<file path="src/rtl/tmr_pkg.sv">
package tmr_pkg;
  localparam int SEL_W      = 3;
  localparam int CTL_RUN    = 0;
  localparam int CTL_SEL_LO = 2;
  localparam int CTL_PRE    = 5;
  localparam int CTL_W      = 6;
  typedef enum logic [2:0] {
    A_CTL = 3'd0, A_CFG = 3'd1, A_LOAD = 3'd2,
    A_COUNT = 3'd3, A_STAT = 3'd4, A_IEN = 3'd5
  } reg_addr_e;
endpackage

</file>
<file path="src/rtl/tmr_regs.sv">
module tmr_regs
  import tmr_pkg::*;
#(parameter int DW = 32) (
  input  logic              clk,
  input  logic              rst_n,
  input  logic              wr_en,
  input  logic [2:0]        addr,
  input  logic [DW-1:0]     wdata,
  input  logic [DW-1:0]     cnt,
  input  logic              stat,
  output logic [DW-1:0]     rdata,
  output logic [CTL_W-1:0]  ctl,
  output logic              free_run,
  output logic [DW-1:0]     load,
  output logic              ien,
  output logic              ctl_wr,
  output logic              cnt_wr,
  output logic              stat_w1c
);
  assign ctl_wr   = wr_en && (addr == A_CTL);
  assign cnt_wr   = wr_en && (addr == A_COUNT);
  assign stat_w1c = wr_en && (addr == A_STAT) && wdata[0];

  always_ff @(posedge clk or negedge rst_n) begin
    if (!rst_n) begin
      ctl <= '0; free_run <= 1'b0; load <= '0; ien <= 1'b0;
    end else if (wr_en) begin
      case (addr)
        A_CTL:   ctl      <= wdata[CTL_W-1:0];
        A_CFG:   free_run <= wdata[0];
        A_LOAD:  load     <= wdata;
        A_IEN:   ien      <= wdata[0];
        default: ;
      endcase
    end
  end

  always_comb begin
    rdata = '0;
    case (addr)
      A_CTL:   rdata[CTL_W-1:0] = ctl;
      A_CFG:   rdata[0] = free_run;
      A_LOAD:  rdata = load;
      A_COUNT: rdata = cnt;
      A_STAT:  rdata[0] = stat;
      A_IEN:   rdata[0] = ien;
      default: rdata = '0;
    endcase
  end


  unmapped_wr_chk: assert property (@(posedge clk) disable iff (!rst_n)
    (wr_en && addr > 3'd5) |=> ($stable(ctl) && $stable(load) && $stable(free_run) && $stable(ien)));
endmodule

</file>
<file path="src/rtl/tmr_gate.sv">
module tmr_gate
  import tmr_pkg::*;
#(parameter int DIV_W = 1 << SEL_W) (
  input  logic             clk,
  input  logic             rst_n,
  input  logic             tick_en,
  input  logic             dbg_halt,
  input  logic             free_run,
  input  logic             run,
  input  logic             pre_en,
  input  logic [SEL_W-1:0] sel,
  input  logic             ctl_wr,
  output logic             step
);
  logic             frozen, adv, last;
  logic [DIV_W-1:0] div_q;
  logic [SEL_W:0]   sh;
  logic [DIV_W:0]   lim;

  assign frozen = dbg_halt && !free_run;
  assign adv    = run && tick_en && !frozen;
  assign sh     = {1'b0, sel} + {{SEL_W{1'b0}}, 1'b1};
  assign lim    = (DIV_W+1)'(1) << sh;
  assign last   = ({1'b0, div_q} == lim - (DIV_W+1)'(1));
  assign step   = adv && (!pre_en || last);

  always_ff @(posedge clk or negedge rst_n) begin
    if (!rst_n)                div_q <= '0;
    else if (ctl_wr || !pre_en) div_q <= '0;
    else if (adv)              div_q <= last ? '0 : div_q + DIV_W'(1);
  end


  div_in_range_chk: assert property (@(posedge clk) disable iff (!rst_n)
    pre_en |-> ({1'b0, div_q} < lim));

  no_back_to_back_chk: assert property (@(posedge clk) disable iff (!rst_n)
    (pre_en && step && !ctl_wr) |=> !step);

  halt_no_div_move_chk: assert property (@(posedge clk) disable iff (!rst_n)
    (frozen && !ctl_wr) |=> $stable(div_q));
endmodule

</file>
<file path="src/rtl/tmr_count.sv">
module tmr_count #(parameter int DW = 32) (
  input  logic          clk,
  input  logic          rst_n,
  input  logic          step,
  input  logic [DW-1:0] load,
  input  logic          cnt_wr,
  input  logic [DW-1:0] cnt_wdata,
  input  logic          stat_w1c,
  output logic [DW-1:0] cnt,
  output logic          ovf_st
);
  logic wrap;
  assign wrap = step && (&cnt);

  always_ff @(posedge clk or negedge rst_n) begin
    if (!rst_n) begin
      cnt <= '0; ovf_st <= 1'b0;
    end else begin
      if (cnt_wr)    cnt <= cnt_wdata;
      else if (step) cnt <= wrap ? load : cnt + DW'(1);
      if (wrap)          ovf_st <= 1'b1;
      else if (stat_w1c) ovf_st <= 1'b0;
    end
  end


  reload_chk: assert property (@(posedge clk) disable iff (!rst_n)
    (wrap && !cnt_wr) |=> (cnt == $past(load) && ovf_st));

  step_inc_chk: assert property (@(posedge clk) disable iff (!rst_n)
    (step && !(&cnt) && !cnt_wr) |=> (cnt == $past(cnt) + DW'(1)));

  hold_chk: assert property (@(posedge clk) disable iff (!rst_n)
    (!step && !cnt_wr) |=> $stable(cnt));

  sticky_chk: assert property (@(posedge clk) disable iff (!rst_n)
    (ovf_st && !stat_w1c) |=> ovf_st);

  cnt_wr_chk: assert property (@(posedge clk) disable iff (!rst_n)
    cnt_wr |=> (cnt == $past(cnt_wdata)));
endmodule

</file>
<file path="src/rtl/reload_timer.sv">
module reload_timer
  import tmr_pkg::*;
#(parameter int DW = 32) (
  input  logic          clk,
  input  logic          rst_n,
  input  logic          tick_en,
  input  logic          dbg_halt,
  input  logic          reg_valid,
  output logic          reg_ready,
  input  logic          reg_write,
  input  logic [2:0]    reg_addr,
  input  logic [DW-1:0] reg_wdata,
  output logic [DW-1:0] reg_rdata,
  output logic          irq
);
  logic [CTL_W-1:0] ctl;
  logic [DW-1:0]    load, cnt;
  logic free_run, ien, ctl_wr, cnt_wr, stat_w1c, step, ovf_st, wr_en;

  assign reg_ready = 1'b1;
  assign wr_en     = reg_valid && reg_write;

  tmr_regs #(.DW(DW)) u_regs (
    .clk(clk), .rst_n(rst_n), .wr_en(wr_en), .addr(reg_addr), .wdata(reg_wdata),
    .cnt(cnt), .stat(ovf_st), .rdata(reg_rdata), .ctl(ctl), .free_run(free_run),
    .load(load), .ien(ien), .ctl_wr(ctl_wr), .cnt_wr(cnt_wr), .stat_w1c(stat_w1c));

  tmr_gate u_gate (
    .clk(clk), .rst_n(rst_n), .tick_en(tick_en), .dbg_halt(dbg_halt),
    .free_run(free_run), .run(ctl[CTL_RUN]), .pre_en(ctl[CTL_PRE]),
    .sel(ctl[CTL_SEL_LO +: SEL_W]), .ctl_wr(ctl_wr), .step(step));

  tmr_count #(.DW(DW)) u_cnt (
    .clk(clk), .rst_n(rst_n), .step(step), .load(load), .cnt_wr(cnt_wr),
    .cnt_wdata(reg_wdata), .stat_w1c(stat_w1c), .cnt(cnt), .ovf_st(ovf_st));

  assign irq = ovf_st && ien;


  halt_freeze_chk: assert property (@(posedge clk) disable iff (!rst_n)
    (dbg_halt && !free_run && !cnt_wr) |=> $stable(cnt));

  free_run_chk: assert property (@(posedge clk) disable iff (!rst_n)
    (free_run && ctl[CTL_RUN] && !ctl[CTL_PRE] && tick_en && !cnt_wr && !(&cnt))
      |=> (cnt == $past(cnt) + DW'(1)));

  irq_rise_chk: assert property (@(posedge clk) disable iff (!rst_n)
    $rose(irq) |-> (ien && ovf_st));
endmodule

</file>
<file path="config.mk">
export PLATFORM = sky130hd
export DESIGN_NAME = reload_timer
export DESIGN_NICKNAME = d
export VERILOG_FILES = /design/src/rtl/tmr_pkg.sv /design/src/rtl/tmr_regs.sv /design/src/rtl/tmr_gate.sv /design/src/rtl/tmr_count.sv /design/src/rtl/reload_timer.sv
export SDC_FILE = /design/constraint.sdc
export NUM_CORES = 1
export LEC_CHECK = 0
export ABC_AREA = 1
export BUFFER_PORTS_ARGS = -buffer_cell sky130_fd_sc_hd__clkbuf_2
export CORE_ASPECT_RATIO = 2
export CORE_MARGIN = 3
export CORE_UTILIZATION = 45
export DETAILED_ROUTE_END_ITERATION = 10
export GPL_TIMING_DRIVEN = 0
export PLACE_DENSITY = 0.68
export SLEW_MARGIN = 20
export SYNTH_ARGS = -nofsm -noshare
export SYNTH_HDL_FRONTEND = slang
export SYNTH_SLANG_ARGS = --single-unit
</file>
<file path="constraint.sdc">
create_clock -name clk -period 3.4 [get_ports clk]
set_input_delay 0.68 -clock clk [delete_from_list [all_inputs] [get_ports clk]]
set_output_delay 0.68 -clock clk [all_outputs]
set_load 0.05 [all_outputs]
</file>
==> results.py <==
metrics = {
    "run_status": {
        "status": "finished clean",
    },
    "worst_setup_path": {
        "r2r.worst_path.cells": 18,
        "endpoint_kind": "output port",
        "slowest_stage": "nor3_4",
        "crit_type": "in2out",
        "path_common_cell": "clkbuf_2",
        "start_kind": "input pin",
        "cp_cell_sequence": "clkbuf_2 -> inv_1 -> nor3_4 -> inv_2 -> clkbuf_1 -> o21ai_0 -> clkbuf_2",
        "slowest_delay_ns": 0.46,
        "crit_arrival_ns": 2.59,
        "cp_max_fo": 10,
        "cp.required_ns": 2.72,
    },
    "clocking": {
        "cts_sinks": 81,
        "cts_tree": "built",
        "cts_made_buffers": 9,
        "htreeDepth": 3,
        "clkTransAtPathRegs_ns": 0.06,
        "cts_setup_buffers": 0,
        "clk_latency_ns": 0.35,
        "root_buffer": "clkbuf_16",
        "clockBufferDepth": 2,
    },
    "floorplan": {
        "start_util_pct": 46.51,
        "core.rowCount": 56,
        "die_y_um": 162.9,
        "die-area_mm2": 0.01376,
        "die_x_um": 84.46,
        "io_pins": 75,
        "core_area_mm2": 0.01191,
    },
    "logic_synthesis": {
        "syn_inst": 780,
        "syn_area_per_cell_um2": 7.103,
        "syn-cell-area_mm2": 0.005540,
        "yosys-top-cells-area": "dfrtp_1 37%, nand2_1 14%, inv_1 7.7%",
        "seq_area_frac_synth_pct": 36.59,
        "synth_most_common_cell": "nand2_1",
        "synthArstFlopShare_pct": 100.0,
        "synth.distinct_cells": 44,
        "yosys-top-cells-count": "207 x nand2_1, 114 x inv_1, 81 x dfrtp_1",
        "yosysWarnings": 0,
        "synth_area_leader_cell": "dfrtp_1",
        "synth-seq-cells": 81,
        "synthFlopType": "dfrtp_1",
        "synth_top_cell_area_share_pct": 36.59,
        "synth_edf_count": 0,
    },
    "placement": {
        "port-buffer-count": 73,
        "hpwl_um": 13940,
        "gp_congestion": 1.009,
        "dpl.cell_count": 999,
    },
    "detailed_routing": {
        "drt_iter0_markers": 314,
        "antenna_left": 0,
        "drc": 0,
        "routed_via_density": 5.530,
        "vias": 5613,
        "dr.pass1.iters": 5,
        "wl_per_cell_um": 18.10,
        "drt_wl_total_um": 18370,
    },
    "layout": {
        "instances_no_fill": 1015,
        "drive_gt1_share_pct": 16.90,
        "fill_cells": 1246,
        "insertedDiodeCount": 0,
        "multi_input_area_mm2": 0.002912,
        "fin_util_pct": 53.82,
        "nNetsFinal": 909,
        "area_growth_syn_to_layout_pct": 15.72,
        "ff_latch_area_mm2": 0.002027,
    },
    "flow_run": {
        "maxCapViolCount": 0,
    },
    "sta": {
        "hold_viol_final": 0,
        "relSlewSlack_pct": 51.24,
        "skew_ns": 0.01017,
        "min_period_ns": 3.269,
        "setup_viol": 0,
        "max_freq_mhz": 305.9,
        "rsz0062_at_grt": "false",
        "worst-slew-pin-transition_ns": 0.7314,
        "setup_tns_ns": 0,
        "finalCritPeriodShare_pct": 96.14,
        "slew_viol_final": 0,
    },
    "grt": {
        "antenna_found_initial": 0,
        "grt_max_degree": 82,
        "gr-usage-all-layers_pct": 27.53,
        "grt_first_pass_wirelength_um": 29180,
        "grt_overflow": 0,
        "grt_pass1_vias": 5816,
    },
    "min_path": {
        "hold_path_class": "in2async",
    },
    "power": {
        "p_leak_nw": 3.223,
        "vdd_ir_drop_max_uv": 400.9,
        "power_density_mw_per_mm2": 614.4,
    },
}
[per-layer routing]
metal  up-vias  global-route usage [%]  part of all wire [%]
met2       189                   52.30                    55
met3        80                   4.051                   4.2
met5         -                       0                     0
met1      2670                   26.38                    34
li1       2674                       -                     -
met4         0                   19.09                   7.3
[layout by cell type (no fill, tap or decap), drive strengths merged, types with 3 or more instances in the layout]
master / synthesis / final
a21oi: 29 / 29
buf: 11 / 10
clkbuf: 16 / 102
dfrtp: 81 / 81
ha: 3 / 3
inv: 119 / 119
mux2: 7 / 7
nand2: 212 / 212
nand3: 60 / 60
nand4: 27 / 27
nor2: 83 / 83
nor3: 15 / 15
o21ai: 47 / 47
o221ai: 4 / 4
o22ai: 24 / 24
xnor2: 4 / 4
xor2: 28 / 28
[final timing paths]
check | to | slack, ns | from
max | reg_rdata[11] | 0.13 | reg_addr[1]
min | u_regs.load[8] | 0.33 | rst_n
max reg2reg | u_cnt.cnt[29] | 0.63 | u_regs.ctl[4]
min reg2reg | u_regs.load[1] | 0.49 | u_regs.load[1]
max in group asynchronous | u_cnt.cnt[21] | 2.51 | rst_n
min in group clk | u_regs.load[1] | 0.49 | u_regs.load[1]
[where the power goes]
part,switching (mW),internal (mW)
registers,0.316,1.24
logic,0.907,0.454
clock network,0.413,0.610
[worst max-delay path, delay by kind of cell]
kind                   cells  cell delay [ns]
buffers and inverters      5             1.08
AND/OR/NAND/NOR            1             0.46
AO/OA/AOI/OAI              1             0.36
[timing repair]
item	CTS	global route
endpoints found under the setup margin	20	4
endpoints found under the hold margin	0	0
hold buffers	0	0
resized for setup	1	3
[through the flow]
| stage | area, µm² | hold WS (ns) | power [mW] | setup WS (ns) |
|---|---|---|---|---|
| floorplan | 5544 | 0.3844 | 2.497 | 0.2609 |
| global placement | 6091 | 0.4673 | 2.888 | -0.1329 |
| detailed placement | 6100 | 0.4739 | 2.916 | -0.1331 |
| CTS | 6409 | 0.4078 | 3.942 | 0.09402 |
| global route | 6411 | 0.4224 | 4.189 | 0.006090 |
| finish | 6411 | 0.3321 | 3.939 | 0.1312 |
[flip-flops by register name (all words and copies together) (netlist names)]
| name | flops |
|---|---|
| u_cnt.cnt | 32 |
| u_cnt.ovf_st | 1 |
| u_gate.div_q | 8 |
| u_regs.ctl | 6 |
| u_regs.free_run | 1 |
| u_regs.ien | 1 |
| u_regs.load | 32 |
[cells by family after synthesis]
group | share of synthesized area (%)
xor gates and xnor gates | 5.059
muxes | 1.423
adders and majority gates | 0.6776
DFF | 36.59
other | 0.06769
buffers and inverters | 10.93
and+or+nand+nor | 34.53
AOI/OAI and AO/OA | 10.73
[final cells by class]
| cell class | count | area share, % |
|---|---|---|
| well taps | 145 | 2.830 |
| repair buffers | 73 | 5.835 |
| clock buffers | 12 | 4.001 |
| plain buffers | 27 | 2.498 |
| clock inverters | 4 | 0.8002 |
| inverters | 119 | 7.006 |
| multi-input cells | 554 | 45.41 |
| flip-flops and latches | 81 | 31.62 |
Note: power is estimated with default switching activity, not from simulation.
